==> config.mk <==
export PLATFORM = sky130hd
export DESIGN_NAME = csKickWatchdog
export DESIGN_NICKNAME = d
export VERILOG_FILES = /design/src/rtl/wdPkg.sv /design/src/rtl/wdDatapath.sv /design/src/rtl/wdControl.sv /design/src/rtl/csKickWatchdog.sv
export SDC_FILE = /design/constraint.sdc
export NUM_CORES = 1
export LEC_CHECK = 0
export ABC_AREA = 1
export CORE_MARGIN = 8
export CORE_UTILIZATION = 55
export DETAILED_ROUTE_END_ITERATION = 8
export GPL_TIMING_DRIVEN = 0
export PLACE_DENSITY = 0.73
export SETUP_SLACK_MARGIN = 0.3
export SLEW_MARGIN = 20
export SYNTH_ARGS = -nofsm -noshare
export SYNTH_HDL_FRONTEND = slang
export SYNTH_SLANG_ARGS = --single-unit
==> constraint.sdc <==
create_clock -name clk -period 2.73 [get_ports clk]
set_input_delay 0.6825 -clock clk [delete_from_list [all_inputs] [get_ports clk]]
set_output_delay 0.6825 -clock clk [all_outputs]
set_load 0.02 [all_outputs]
==> src/rtl/wdPkg.sv <==
package wdPkg;

  // Strobes issued by the control to the datapath
  typedef struct packed {
    logic clearCnt;
    logic countEn;
  } wdStrobeT;

  // Status returned by the datapath
  typedef struct packed {
    logic csEdge;
    logic atLimit;
  } wdStatusT;

  typedef enum logic [1:0] {
    ST_HOLD  = 2'd0,
    ST_RUN   = 2'd1,
    ST_FIRED = 2'd2,
    ST_WAIT  = 2'd3
  } wdStateT;

endpackage

==> src/rtl/wdDatapath.sv <==
module wdDatapath
  import wdPkg::*;
#(
  parameter int TIMEOUT_TICKS = 8000,
  parameter int SYNC_STAGES   = 2
) (
  input  logic     clk,
  input  logic     rstN,
  input  logic     csIn,
  input  wdStrobeT strobe,
  output wdStatusT status
);

  localparam int CNT_W = (TIMEOUT_TICKS > 1) ? $clog2(TIMEOUT_TICKS) : 1;
  localparam logic [CNT_W-1:0] LAST_CNT = CNT_W'(TIMEOUT_TICKS - 1);

  logic [SYNC_STAGES-1:0] csSync;
  logic                   csPrev;
  logic [CNT_W-1:0]       tickCnt;

  // Synchroniser chain for chip-select
  generate
    if (SYNC_STAGES == 1) begin : g_sync1
      always_ff @(posedge clk or negedge rstN) begin
        if (!rstN) csSync <= '0;
        else       csSync <= csIn;
      end
    end else begin : g_syncN
      always_ff @(posedge clk or negedge rstN) begin
        if (!rstN) csSync <= '0;
        else       csSync <= {csSync[SYNC_STAGES-2:0], csIn};
      end
    end
  endgenerate

  always_ff @(posedge clk or negedge rstN) begin
    if (!rstN) csPrev <= 1'b0;
    else       csPrev <= csSync[SYNC_STAGES-1];
  end

  // Tick counter
  always_ff @(posedge clk or negedge rstN) begin
    if (!rstN)                 tickCnt <= '0;
    else if (strobe.clearCnt)  tickCnt <= '0;
    else if (strobe.countEn)   tickCnt <= tickCnt + 1'b1;
  end

  always_comb begin
    status.csEdge  = csSync[SYNC_STAGES-1] ^ csPrev;
    status.atLimit = (tickCnt == LAST_CNT);
  end

  assert_cnt_in_range_R1: assert property (@(posedge clk) disable iff (!rstN)
    tickCnt <= LAST_CNT);

  assert_clear_to_zero_R2: assert property (@(posedge clk) disable iff (!rstN)
    strobe.clearCnt |=> (tickCnt == '0));

endmodule

==> src/rtl/wdControl.sv <==
module wdControl
  import wdPkg::*;
(
  input  logic     clk,
  input  logic     rstN,
  input  logic     tick,
  input  logic     supplyGood,
  input  logic     porActive,
  input  logic     extResetActive,
  input  wdStatusT status,
  output wdStrobeT strobe,
  output logic     timeoutPulse
);

  wdStateT state, stateNext;
  logic    holdReq;

  // Any hold source keeps the watchdog cleared; release follows the latest one
  assign holdReq = !supplyGood || porActive || extResetActive;

  always_comb begin
    stateNext       = state;
    strobe.clearCnt = 1'b1;
    strobe.countEn  = 1'b0;
    unique case (state)
      ST_HOLD: begin
        if (!holdReq) stateNext = ST_RUN;
      end
      ST_RUN: begin
        if (holdReq) begin
          stateNext = ST_HOLD;
        end else if (status.csEdge) begin
          strobe.clearCnt = 1'b1;
        end else if (tick && status.atLimit) begin
          stateNext = ST_FIRED;
        end else begin
          strobe.clearCnt = 1'b0;
          strobe.countEn  = tick;
        end
      end
      ST_FIRED: begin
        stateNext = holdReq ? ST_HOLD : ST_WAIT;
      end
      ST_WAIT: begin
        if (holdReq) stateNext = ST_HOLD;
      end
      default: stateNext = ST_HOLD;
    endcase
  end

  always_ff @(posedge clk or negedge rstN) begin
    if (!rstN) state <= ST_HOLD;
    else       state <= stateNext;
  end

  assign timeoutPulse = (state == ST_FIRED);

  assert_pulse_single_R8: assert property (@(posedge clk) disable iff (!rstN)
    timeoutPulse |=> !timeoutPulse);

  assert_hold_blocks_R6: assert property (@(posedge clk) disable iff (!rstN)
    holdReq |=> !timeoutPulse);

  assert_wait_quiet_R7: assert property (@(posedge clk) disable iff (!rstN)
    (state == ST_WAIT) |=> !timeoutPulse);

  assert_fire_needs_tick_R1: assert property (@(posedge clk) disable iff (!rstN)
    $rose(timeoutPulse) |-> $past(tick));

endmodule

==> src/rtl/csKickWatchdog.sv <==
module csKickWatchdog
  import wdPkg::*;
#(
  parameter int TIMEOUT_TICKS = 8000,
  parameter int SYNC_STAGES   = 2
) (
  input  logic clk,
  input  logic rstN,
  input  logic tick,
  input  logic csIn,
  input  logic supplyGood,
  input  logic porActive,
  input  logic extResetActive,
  output logic timeoutPulse
);

  wdStrobeT strobe;
  wdStatusT status;

  wdDatapath #(
    .TIMEOUT_TICKS(TIMEOUT_TICKS),
    .SYNC_STAGES  (SYNC_STAGES)
  ) uDatapath (
    .clk   (clk),
    .rstN  (rstN),
    .csIn  (csIn),
    .strobe(strobe),
    .status(status)
  );

  wdControl uControl (
    .clk           (clk),
    .rstN          (rstN),
    .tick          (tick),
    .supplyGood    (supplyGood),
    .porActive     (porActive),
    .extResetActive(extResetActive),
    .status        (status),
    .strobe        (strobe),
    .timeoutPulse  (timeoutPulse)
  );

  assert_reset_quiet_R9: assert property (@(posedge clk)
    !rstN |=> !timeoutPulse);

endmodule

==> flow_metrics.tcl <==
set metrics [dict create \
    status "finished clean" \
    synth_cell_type_count 21 \
    setup_violations 0 \
    r2r-start "uDatapath.tickCnt[0]" \
    drive_gt1_share_pct 14.56 \
    p_leak_nw 0.5441 \
    postCtsSetupBuffers 0 \
    rr_endpoint "uDatapath.tickCnt[5]" \
    wl_per_cell_um 10.57 \
    finalCritPeriodShare_pct 76.50 \
    worst_pin_slew_ns 0.7928 \
    worstSetupPathType "reg -> out" \
    rsz0062_at_grt "no" \
    overflow 0 \
    path_clk_slew_ns 0.10 \
    crit_slowest_cell "clkdlybuf4s50_1" \
    grt_pass1_vias 884 \
    ff2ff_path_depth 8 \
    cts_tree "built" \
    drt_iter0_drc 12 \
    worst_ep_required_time_ns 2.05 \
    antenna_left 0 \
    start_kind "flop" \
    port_buffers 7 \
    ys_ff_latch 18 \
    via_per_inst 4.849 \
    cp-startpoint "uControl.state[0]" \
    slowest_delay_ns 0.60 \
    maxCapViolCount 0 \
    drc_errors 0 \
    tns_ns 0 \
    insertion_delay_ns 0.30 \
    totalWireLength_um 1956 \
    path_buf_inv 1 \
    use_met2_pct 22.46 \
    row_count 16 \
    ios 8 \
    synthCells 147 \
    p_per_area_nw_per_um2 383.2 \
    cts_root_buf "clkbuf_4" \
    grtUsageMet1_pct 16.22 \
    syn_to_final_growth_pct 13.18 \
    r2r_slack_ns 1.11 \
    finalHoldViolCount 0 \
    worstPathArrival_ns 1.41 \
    cts_buffers 3 \
    cts.sinks 18 \
    syn-cell-area_um2 1064 \
    dr_total_vias 897 \
    nets 167 \
    met3_usage_pct 2.151 \
    yosysWarnings 0 \
    grt_max_degree 19 \
    ctsHoldBuffers 0 \
    die_h_um 59.98 \
    path_max_fanout 3 \
    vdd_ir_drop_max_mv 0.2967 \
    cts.repair.resized 0 \
    synth_nets 155 \
    synth_top_area_share_pct 42.35 \
    critPathCapture "timeoutPulse" \
    seq_area_frac_synth_pct 42.35 \
    setup.worst_path.end_class "output pin" \
    fp.dieW_um 59.98 \
    gp_congestion 0.8281 \
    slew_viol_final 0 \
    num-fill-cells 189 \
    critPathTopFamily "buffers and inverters" \
    core_area_um2 1882 \
    clock.fmax_mhz 478.8 \
    die_area_um2 3597 \
    max_slew_margin_pct 46.98 \
    worstPathCellList "nor2_1 -> clkdlybuf4s50_1" \
    period_minus_slack_ns 2.088 \
    syn-mean-instance-area_um2 7.235 \
    start_util_pct 56.52 \
    hold_class "reg -> reg" \
    antenna_cells 0 \
    htree_num_levels 1 \
    grt_util_all_layers_pct 13.39 \
    final_area_um2 1204 \
    dpl-instance-area_um2 1167 \
    clock_path_buffers 2 \
    busiest_layer "met2" \
    yosysTopAreaCell "dfrtp_1" \
    worst-path-stages 2 \
    synth_area_leaders "dfrtp_1 42%, nand2_1 12%, nor2_1 8.8%" \
    grt_first_pass_wirelength_um 3670 \
    clock-skew-final_ns 0.003010 \
    antenna_found_initial 0 \
    hpwl_um 1541 \
    drt_first_pass_iters 4 \
]
## worst register-to-register path, cell delays in order, from the launching register on
cell,delay [ns]
dfrtp_1,0.41
ha_1,0.19
nand3_1,0.12
nor2_2,0.16
nand3_4,0.17
o21ai_4,0.25
inv_4,0.10
nand2_1,0.09
nor2_2,0.03
## power breakdown
part / total, mW / leakage, nW / switching (mW) / internal [mW]
Combinational: 0.0222 / 0.279 / 0.0122 / 0.0100
Clock: 0.168 / 0.0210 / 0.0869 / 0.0813
Sequential: 0.271 / 0.244 / 0.00141 / 0.269
Total: 0.461 / 0.544 / 0.101 / 0.361
## worst min path at each step
stage	from	endpoint	slack (ns)	cells after the start
CTS	uDatapath.csSync[0]	uDatapath.csSync[1]	0.37	0
floorplan	uDatapath.csSync[0]	uDatapath.csSync[1]	0.33	0
global route	uDatapath.csSync[0]	uDatapath.csSync[1]	0.38	0
finish	uDatapath.csSync[0]	uDatapath.csSync[1]	0.37	0
detailed placement	uDatapath.csSync[0]	uDatapath.csSync[1]	0.35	0
global placement	uDatapath.csSync[0]	uDatapath.csSync[1]	0.33	0
## flip-flops by register name (all words and copies together) (netlist names)
name	cells
uControl.state	2
uDatapath.csPrev	1
uDatapath.csSync	2
uDatapath.tickCnt	13
## cells by family (layout without fill, tap and decap cells)
group / Yosys count / count (layout) / share of synthesized area (%)
fa+ha+maj: 1 / 1 / 1.176
flops: 18 / 18 / 42.35
simple gates: 96 / 96 / 42.47
compound gates: 6 / 6 / 4.117
buf+inv: 25 / 36 / 9.060
xor+xnor: 1 / 1 / 0.8237
## layout by cell type (no fill, tap or decap), types with 3 or more instances in the layout
| cell type | netlist | final |
|---|---|---|
| nand2_1 | 35 | 35 |
| nor2_1 | 25 | 25 |
| inv_1 | 21 | 21 |
| dfrtp_1 | 18 | 18 |
| nand3_1 | 16 | 16 |
| nor2_2 | 8 | 8 |
| clkdlybuf4s50_1 | 0 | 7 |
| nor3_1 | 4 | 4 |
| inv_2 | 3 | 3 |
| nand2_2 | 3 | 3 |
| a21oi_1 | 3 | 3 |
| clkbuf_4 | 0 | 3 |
## per-stage QoR
stage               hold WS (ns)  instances  power, mW  util, %  setup slack, ns
floorplan                 0.3312        147     0.2829        -            1.163
global placement          0.3318        181     0.2981    62.03           0.5249
detailed placement        0.3496        181     0.2989    62.03           0.5203
CTS                       0.3750        185     0.4662    63.96           0.6191
global route              0.3841        185     0.4761    63.96           0.5926
finish                    0.3732        185     0.4612    63.96           0.6416
## per-layer routing
layer	vias up	wire (µm)	part of all wire [%]
li1	476	-	-
met1	405	904	46
met2	11	940	48
met3	5	75	3.8
met4	0	36	1.8
met5	-	0	0
## cell type report
cell class | instances | area [µm²] | share of cell area, %
well taps | 27 | 33.78 | 2.807
multi-input cells | 104 | 516.7 | 42.93
inverters | 25 | 96.34 | 8.004
flip-flops and latches | 18 | 450.4 | 37.42
clock buffers | 4 | 36.28 | 3.015
repair buffers | 7 | 70.07 | 5.821
## cells in the mapped netlist, drive strengths merged
master and instances:
nor2 34, and2 1, a21oi 3, o21ai 2, nand3 17, nand4 1, ha 1, xnor2 1
inv 25, dfrtp 18, nor3 5, nand2 38, o21bai 1
Power figures use the tool's default switching activity.
